`config.mk`:
```
export PLATFORM = sky130hd
export DESIGN_NAME = pwr_mode_ctrl
export DESIGN_NICKNAME = d
export VERILOG_FILES = /design/src/rtl/pwr_mode_ctrl.sv
export SDC_FILE = /design/constraint.sdc
export NUM_CORES = 1
export LEC_CHECK = 0
export BUFFER_PORTS_ARGS = -buffer_cell sky130_fd_sc_hd__buf_2
export CORE_AREA = 2 2 62 64
export CTS_CLUSTER_DIAMETER = 200
export DETAILED_ROUTE_END_ITERATION = 12
export DIE_AREA = 0 0 64 66
export HOLD_SLACK_MARGIN = 0.03
export PLACE_DENSITY = 0.78
export SYNTH_ARGS = -nofsm -noshare
export SYNTH_HDL_FRONTEND = slang
export SYNTH_SLANG_ARGS = --single-unit
```
`constraint.sdc`:
```
create_clock -name clk_rtc -period 10.4 [get_ports clk_rtc]
set_input_delay 1.56 -clock clk_rtc [delete_from_list [all_inputs] [get_ports clk_rtc]]
set_output_delay 1.56 -clock clk_rtc [all_outputs]
set_load 0.02 [all_outputs]
```
`src/rtl/pwr_mode_ctrl.sv`:
```
module pwr_mode_ctrl #(
  parameter int NPER       = 8,
  parameter int SETTLE_MIN = 16,
  parameter int SETTLE_MAX = 1024,
  localparam int CW        = $clog2(SETTLE_MAX + 1)
) (
  input  logic            clk_rtc,
  input  logic            rst_pin_n,
  input  logic            rst_wdog,
  input  logic            rst_lowv,
  input  logic            rst_por,
  input  logic            rst_dbgcmd,
  input  logic            idle_set,
  input  logic            sleep_set,
  input  logic            irq_pend,
  input  logic            wake_in,
  input  logic            dbg_active,
  input  logic [NPER-1:0] run_mask,
  input  logic [CW-1:0]   settle_cnt,
  output logic [1:0]      mode_o,
  output logic            cpu_clk_en,
  output logic            fmi_clk_en,
  output logic [NPER-1:0] per_clk_en,
  output logic            osc_en,
  output logic            pll_en
);

  typedef enum logic [1:0] {M_RUN = 2'b00, M_IDLE = 2'b01, M_SLEEP = 2'b10, M_WAKE = 2'b11} mode_t;

  mode_t st, st_nx;
  logic [NPER-1:0] held;
  logic [CW-1:0]   cnt, lim;

  wire arst = !rst_pin_n | rst_wdog | rst_lowv | rst_por | rst_dbgcmd;
  wire evt  = irq_pend | wake_in;

  wire go_sleep = (st == M_RUN) && sleep_set && !evt;
  wire go_idle  = (st == M_RUN) && idle_set && !sleep_set && !evt;

  assign lim = (settle_cnt < CW'(SETTLE_MIN)) ? CW'(SETTLE_MIN) :
               (settle_cnt > CW'(SETTLE_MAX)) ? CW'(SETTLE_MAX) : settle_cnt;

  wire settle_done = (cnt == lim - 1'b1);

  always_comb begin
    st_nx = st;
    case (st)
      M_RUN:   if (go_sleep) st_nx = M_SLEEP; else if (go_idle) st_nx = M_IDLE;
      M_IDLE:  if (evt) st_nx = M_RUN;
      M_SLEEP: if (evt) st_nx = M_WAKE;
      M_WAKE:  if (settle_done) st_nx = M_RUN;
      default: st_nx = M_RUN;
    endcase
  end

  always_ff @(posedge clk_rtc or posedge arst) begin
    if (arst) begin
      st   <= M_RUN;
      held <= '0;
      cnt  <= '0;
    end else begin
      st <= st_nx;
      if (go_idle) held <= run_mask;
      if (st != M_WAKE) cnt <= '0;
      else if (!settle_done) cnt <= cnt + 1'b1;
    end
  end

  wire core_on = (st == M_RUN) && !go_sleep && !go_idle;

  assign mode_o     = st;
  assign cpu_clk_en = dbg_active | core_on;
  assign fmi_clk_en = dbg_active | core_on;
  assign osc_en     = dbg_active | (st != M_SLEEP);
  assign pll_en     = dbg_active | (st == M_RUN) | (st == M_IDLE);
  assign per_clk_en = {NPER{dbg_active}} |
                      ((st == M_RUN)  ? run_mask :
                       (st == M_IDLE) ? held : '0);

  logic            past_ok;
  logic [CW-1:0]   wk_cycles;

  always_ff @(posedge clk_rtc or posedge arst) begin
    if (arst) begin
      past_ok   <= 1'b0;
      wk_cycles <= '0;
    end else begin
      past_ok   <= 1'b1;
      wk_cycles <= (mode_o == 2'b11) ? wk_cycles + 1'b1 : '0;
    end
  end

  assert_idle_exit_R6: assert property (@(posedge clk_rtc) disable iff (arst)
    (mode_o == 2'b01 && evt) |=> (mode_o == 2'b00));

  assert_sleep_exit_R7: assert property (@(posedge clk_rtc) disable iff (arst)
    (mode_o == 2'b10 && evt) |=> (mode_o == 2'b11));

  assert_wake_only_osc_R7: assert property (@(posedge clk_rtc) disable iff (arst)
    (mode_o == 2'b11 && !dbg_active) |-> (osc_en && !cpu_clk_en && !pll_en && per_clk_en == '0));

  assert_wake_bound_R7: assert property (@(posedge clk_rtc) disable iff (arst)
    (mode_o == 2'b11) |-> (wk_cycles < CW'(SETTLE_MAX)));

  assert_pending_blocks_R10: assert property (@(posedge clk_rtc) disable iff (arst)
    (mode_o == 2'b00 && evt) |=> (mode_o == 2'b00));

  assert_debug_all_on_R9: assert property (@(posedge clk_rtc) disable iff (arst)
    dbg_active |-> (cpu_clk_en && fmi_clk_en && osc_en && pll_en && (&per_clk_en)));

  assert_sleep_dark_R5: assert property (@(posedge clk_rtc) disable iff (arst)
    (mode_o == 2'b10 && !dbg_active) |-> (!osc_en && !pll_en && !cpu_clk_en && per_clk_en == '0));

  assert_idle_mask_held_R4: assert property (@(posedge clk_rtc) disable iff (arst)
    (past_ok && mode_o == 2'b01 && $past(mode_o) == 2'b01 && !dbg_active && !$past(dbg_active))
      |-> $stable(per_clk_en));

endmodule

```
; ---- Word level (Yosys, flattened, before mapping)
; Index checks and enable logic that the tools add are counted.
[totals]
ff_bits = 21
in_bits = 30
output_inout_bits = 14
word_cells = 54
[classes]
addsub = 2
n_lt_le_gt_ge = 2
n_eq_ne = 11
muxes = 12
bitwise_logic = 10
n_reduce_logical = 14
[op_table]
columns = op, n
row1 = $mux 11, 4
row2 = $mux 8, 2
row3 = $add 11x1->11 const B, 1
row4 = $eq 11x11->1, 1
row5 = $gt 11x11->1 const B, 1
row6 = $lt 11x5->1 const B, 1
row7 = $sub 11x1->11 const B, 1
row8 = $mux 2, 5
row9 = $ne 2x2->1 const B, 5
row10 = $or 1x1->1, 9
row11 = $or 8x8->8, 1
row12 = $pmux 2 s4, 1
row13 = $logic_and 1x1->1, 7
row14 = $logic_not 1->1, 5
row15 = $eq 2x2->1 const B, 2
row16 = $reduce_and 4->1, 1
row17 = $ne 3x3->1 const B, 1
row18 = $eq 2x1->1 const B, 1
row19 = $logic_not 2->1, 1
row20 = $ne 2x1->1 const B, 1

; ---- Longest topological paths before layout
[logic_depth]
word_depth = 7
mapped_depth = 16
mapped_depth_nobuf = 12

; ---- Worst setup path before layout
; Ideal clock, no wire load.
[synth_timing]
kind = input to register
start = input port settle_cnt[7]
end = register cnt[1]
setup_time_ns = 0.132
t_arrival_ns = 4.019
required_time_ns = 10.268
slack_ns = 6.249
cell_stages = 16
n_path_buf = 4
cell_sequence = buf_6 -> nor4_2 -> a21oi_2 -> nand2_1 -> ha_1 -> buf_2 -> xor2_1 -> nor4b_1 -> a31o_2 -> a22oi_1 -> nor4_1 -> and4_4 -> buf_6 -> buf_8 -> mux2i_1 -> nor2_1
[synth_via]
elab_chain_cells = 6
elab_cells_between_ends = 7
cone_classes = add/sub (1) / order compare (2) / eq/ne (2) / mux (2)
[synth_rtl]
columns = item, line_no
row1 = "start, declared", 19  ; input logic [CW-1:0] settle_cnt,
row2 = $gt 11x11->1, 41  ; (settle_cnt > CW'(SETTLE_MAX)) ? CW'(SETTLE_MAX) : settle_cnt;
row3 = $mux 11, 41
row4 = $mux 11 *, 40  ; assign lim = (settle_cnt < CW'(SETTLE_MIN)) ? CW'(SETTLE_MIN) :
row5 = $sub 11x1->11 *, 43  ; wire settle_done = (cnt == lim - 1'b1);
row6 = $eq 11x11->1 *, 43
row7 = $ne 2x1->1 (no line) *, n/a
row8 = "end signal, assigned", 65  ; else if (!settle_done) cnt <= cnt + 1'b1;
row9 = "end, declared", 32  ; logic [CW-1:0] cnt, lim;
; Every way passes the cells marked *; elsewhere a longest branch is shown, timed or not.
; A chain may end at the register's enable or synchronous reset.

; ---- Final worst setup path
[layout_timing]
start = input port settle_cnt[6]
end = register cnt[1]
; Same word-level chain as after synthesis.

==> flow_summary.toml <==
[run_status]
status = "finished, final reports clean"

[logic_synthesis]
synth-edff-count = 0
yosysMostFrequentCell = "dfrtp_1"
synth_nets = 232
synth_cell_types = 49
synth_area_leaders = "dfrtp_1 (31%), mux2i_1 (5.3%), mux2_2 (5.3%), a21oi_1 (4.4%), o21bai_1 (3.5%)"
synth_top_area_share = 0.3081
synth_warnings = 0
syn_inst = 200
synthTopCellsByCount = "dfrtp_1 (21), a21oi_1 (15), nand2_1 (15), nor2_1 (12), o21ai_0 (11)"
yosys_most_used_dff = "dfrtp_1"
ys_async_sr_fraction = 1.000
yosysSeqAreaShare = 0.3081
netlist_area_um2 = 1705
synth_seq_cells = 21
yosysTopAreaCell = "dfrtp_1"
syn_avg_cell_area_um2 = 8.527

[power]
p_leak_nw = 0.8651
max-vdd-ir-drop_v = 0.00009712
power_w = 0.0002570
power_density_nw_per_um2 = 132.5

[cells_and_area]
area_growth_syn_to_layout_pct = 13.72
num_antenna_cells = 0
final_cells = 283
drive_gt1_frac = 0.2723
fin_nets = 268
n_fill_cell = 355
final_area_um2 = 1939

[sta]
skew_ns = 0.008556
min_period_ns = 4.115
grt_setup_unrepaired = "no"
max_freq_mhz = 243.0
report.final.slew_viol_count = 0
period_share = 0.3957
hold_violations = 0
max_slew_margin = 0.5701
finalSetupTns_ns = 0
tightest_slew_ns = 0.6448
setup-violations-final = 0

[cts]
cts_buffers = 3
h-tree-depth = 1
cts_sinks = 21
cts-resized-gates = 0
path_clk_slew_ns = 0.11
cts_tree = "done"
clk-insertion-delay-late_ns = 0.30
hold_buffers = 0
postCtsSetupBuffers = 0
clk_path_buf_depth = 2
cts_root_buf = "clkbuf_4"

[worst_setup_path]
critPathKind = "input port to register"
cp_max_fo = 22
crit_path_end_kind = "register"
cp-start-kind = "input port"
reg2reg_to = "cnt[1]"
arrival_ns = 4.29
ff2ff_setup_slack_ns = 7.97
r2r-start = "cnt[5]"
rr_worst_depth = 8
required_ns = 10.58

[die]
die_x_um = 64
ios = 44
die_y_um = 66
fp-row-count = 22
initial_utilization = 0.4803
core_area_um2 = 3551
dieArea_um2 = 4224

[global_routing]
grt_first_pass_wirelength_um = 6085
grt_max_degree = 23
grt_pass1_vias = 1379
grt-ovfl-total = 0
grt.total_usage = 0.1793
antenna_found_initial = 0

[hold_path]
hold_depth = 1
holdPathEnd = "held[7]"
hold_start = "held[7]"
worstHoldPathType = "register to register"

[placement]
numPortBuffers = 43
dp.cells = 279
dpl.hpwl_um = 2812
place_congestion = 0.8561
placed_area_um2 = 1912

[drt]
antenna_left = 0
remaining_drc_errors = 0
first_pass_iters = 4
wl_per_cell_um = 12.94
drt_wl_total_um = 3662
num_vias = 1601
first_iter_violations = 161
viasPerCell = 5.657

[run]
maxCapViolations = 0
[cell type report]
cell class | count | area (um2) | area share
multi-input combinational | 159 | 1077 | 0.5555
sequential | 21 | 525.5 | 0.2710
timing repair buffer | 44 | 222.7 | 0.1148
tap | 48 | 60.06 | 0.03097
inverter | 7 | 26.28 | 0.01355
clock buffer | 3 | 22.52 | 0.01161
clock inverter | 1 | 5.005 | 0.002581
[registers in the layout, indices dropped and copies added (netlist names)]
| register | flops |
|---|---|
| cnt | 11 |
| held | 8 |
| mode_o | 2 |
[layout by cell type, fill, tap and decap left out, types with 2 or more instances in the layout]
| cell | instances |
|---|---|
| a21oi_1 | 15 |
| a31oi_1 | 2 |
| and2_1 | 2 |
| and3_1 | 4 |
| buf_2 | 43 |
| clkbuf_4 | 3 |
| dfrtp_1 | 21 |
| ha_1 | 2 |
| inv_1 | 7 |
| mux2_2 | 8 |
| mux2i_1 | 9 |
| nand2_1 | 15 |
| nand2b_1 | 3 |
| nand3_1 | 5 |
| nand3b_1 | 2 |
| nor2_1 | 12 |
| nor2b_1 | 4 |
| nor3_1 | 3 |
| nor4_2 | 3 |
| o21ai_0 | 11 |
| o21ai_1 | 7 |
| o21bai_1 | 8 |
| o2bb2ai_1 | 2 |
| o31ai_1 | 3 |
| or3_1 | 7 |
| or4_1 | 3 |
| xnor2_1 | 6 |
| xor2_1 | 5 |
[power by group]
group	internal [W]	total [W]	switching, W
clock	0.0000143	0.0000380	0.0000237
combinational	0.0000468	0.0000959	0.0000492
sequential	0.0000986	0.000123	0.0000244
total	0.000160	0.000257	0.0000973
[critical path: stages]
cell and delay, ns:
buf_2 0.15, nor4_2 0.42, a21oi_2 0.14, nand2_1 0.10, ha_1 0.30, xor2_1 0.14
nor4b_1 0.31, a31o_2 0.15, a22oi_1 0.07, nor4_1 0.28, and4_4 0.41, mux2i_1 0.21
nor2_1 0.05
[layer usage]
| metal | vias up | part of all wire | global-route usage |
|---|---|---|---|
| met5 | - | 0 | 0 |
| met4 | 0 | 0.0093 | 0.06793 |
| met3 | 4 | 0.034 | 0.01533 |
| met2 | 38 | 0.49 | 0.3203 |
| met1 | 756 | 0.46 | 0.2240 |
| li1 | 803 | - | - |
[worst max path at each step]
stage / from / end / slack (ns) / depth (start not counted)
after detailed placement: settle_cnt[6] / cnt[7] / 5.98 / 13
after CTS: settle_cnt[6] / cnt[1] / 6.30 / 13
final: settle_cnt[6] / cnt[1] / 6.28 / 13
after global placement: settle_cnt[6] / cnt[7] / 6.07 / 13
after floorplan: rst_por / cnt[0] / 5.98 / 1
after global routing: settle_cnt[6] / cnt[1] / 6.03 / 13
[metrics by stage]
stage	util	setup WS, ns	hold slack (ns)
4_1_cts	0.5462	6.296	0.5263
5_1_grt	0.5462	6.028	0.5380
6_report	0.5462	6.285	0.5247
2_1_floorplan	-	5.980	0.4792
3_3_place_gp	0.5384	6.069	0.4878
3_5_place_dp	0.5384	5.983	0.4966
[cell families (layout without fill, tap and decap cells)]
| group | after synthesis | count (layout) | share of synthesized area |
|---|---|---|---|
| and+or+nand+nor | 70 | 70 | 0.2304 |
| AOI/OAI and AO/OA | 59 | 59 | 0.2208 |
| DFF | 21 | 21 | 0.3081 |
| buffers and inverters | 20 | 55 | 0.06383 |
| muxes | 17 | 17 | 0.1057 |
| xor gates and xnor gates | 11 | 11 | 0.05649 |
| adders and majority gates | 2 | 2 | 0.01467 |
No activity file was read; power rests on OpenSTA's default activity.
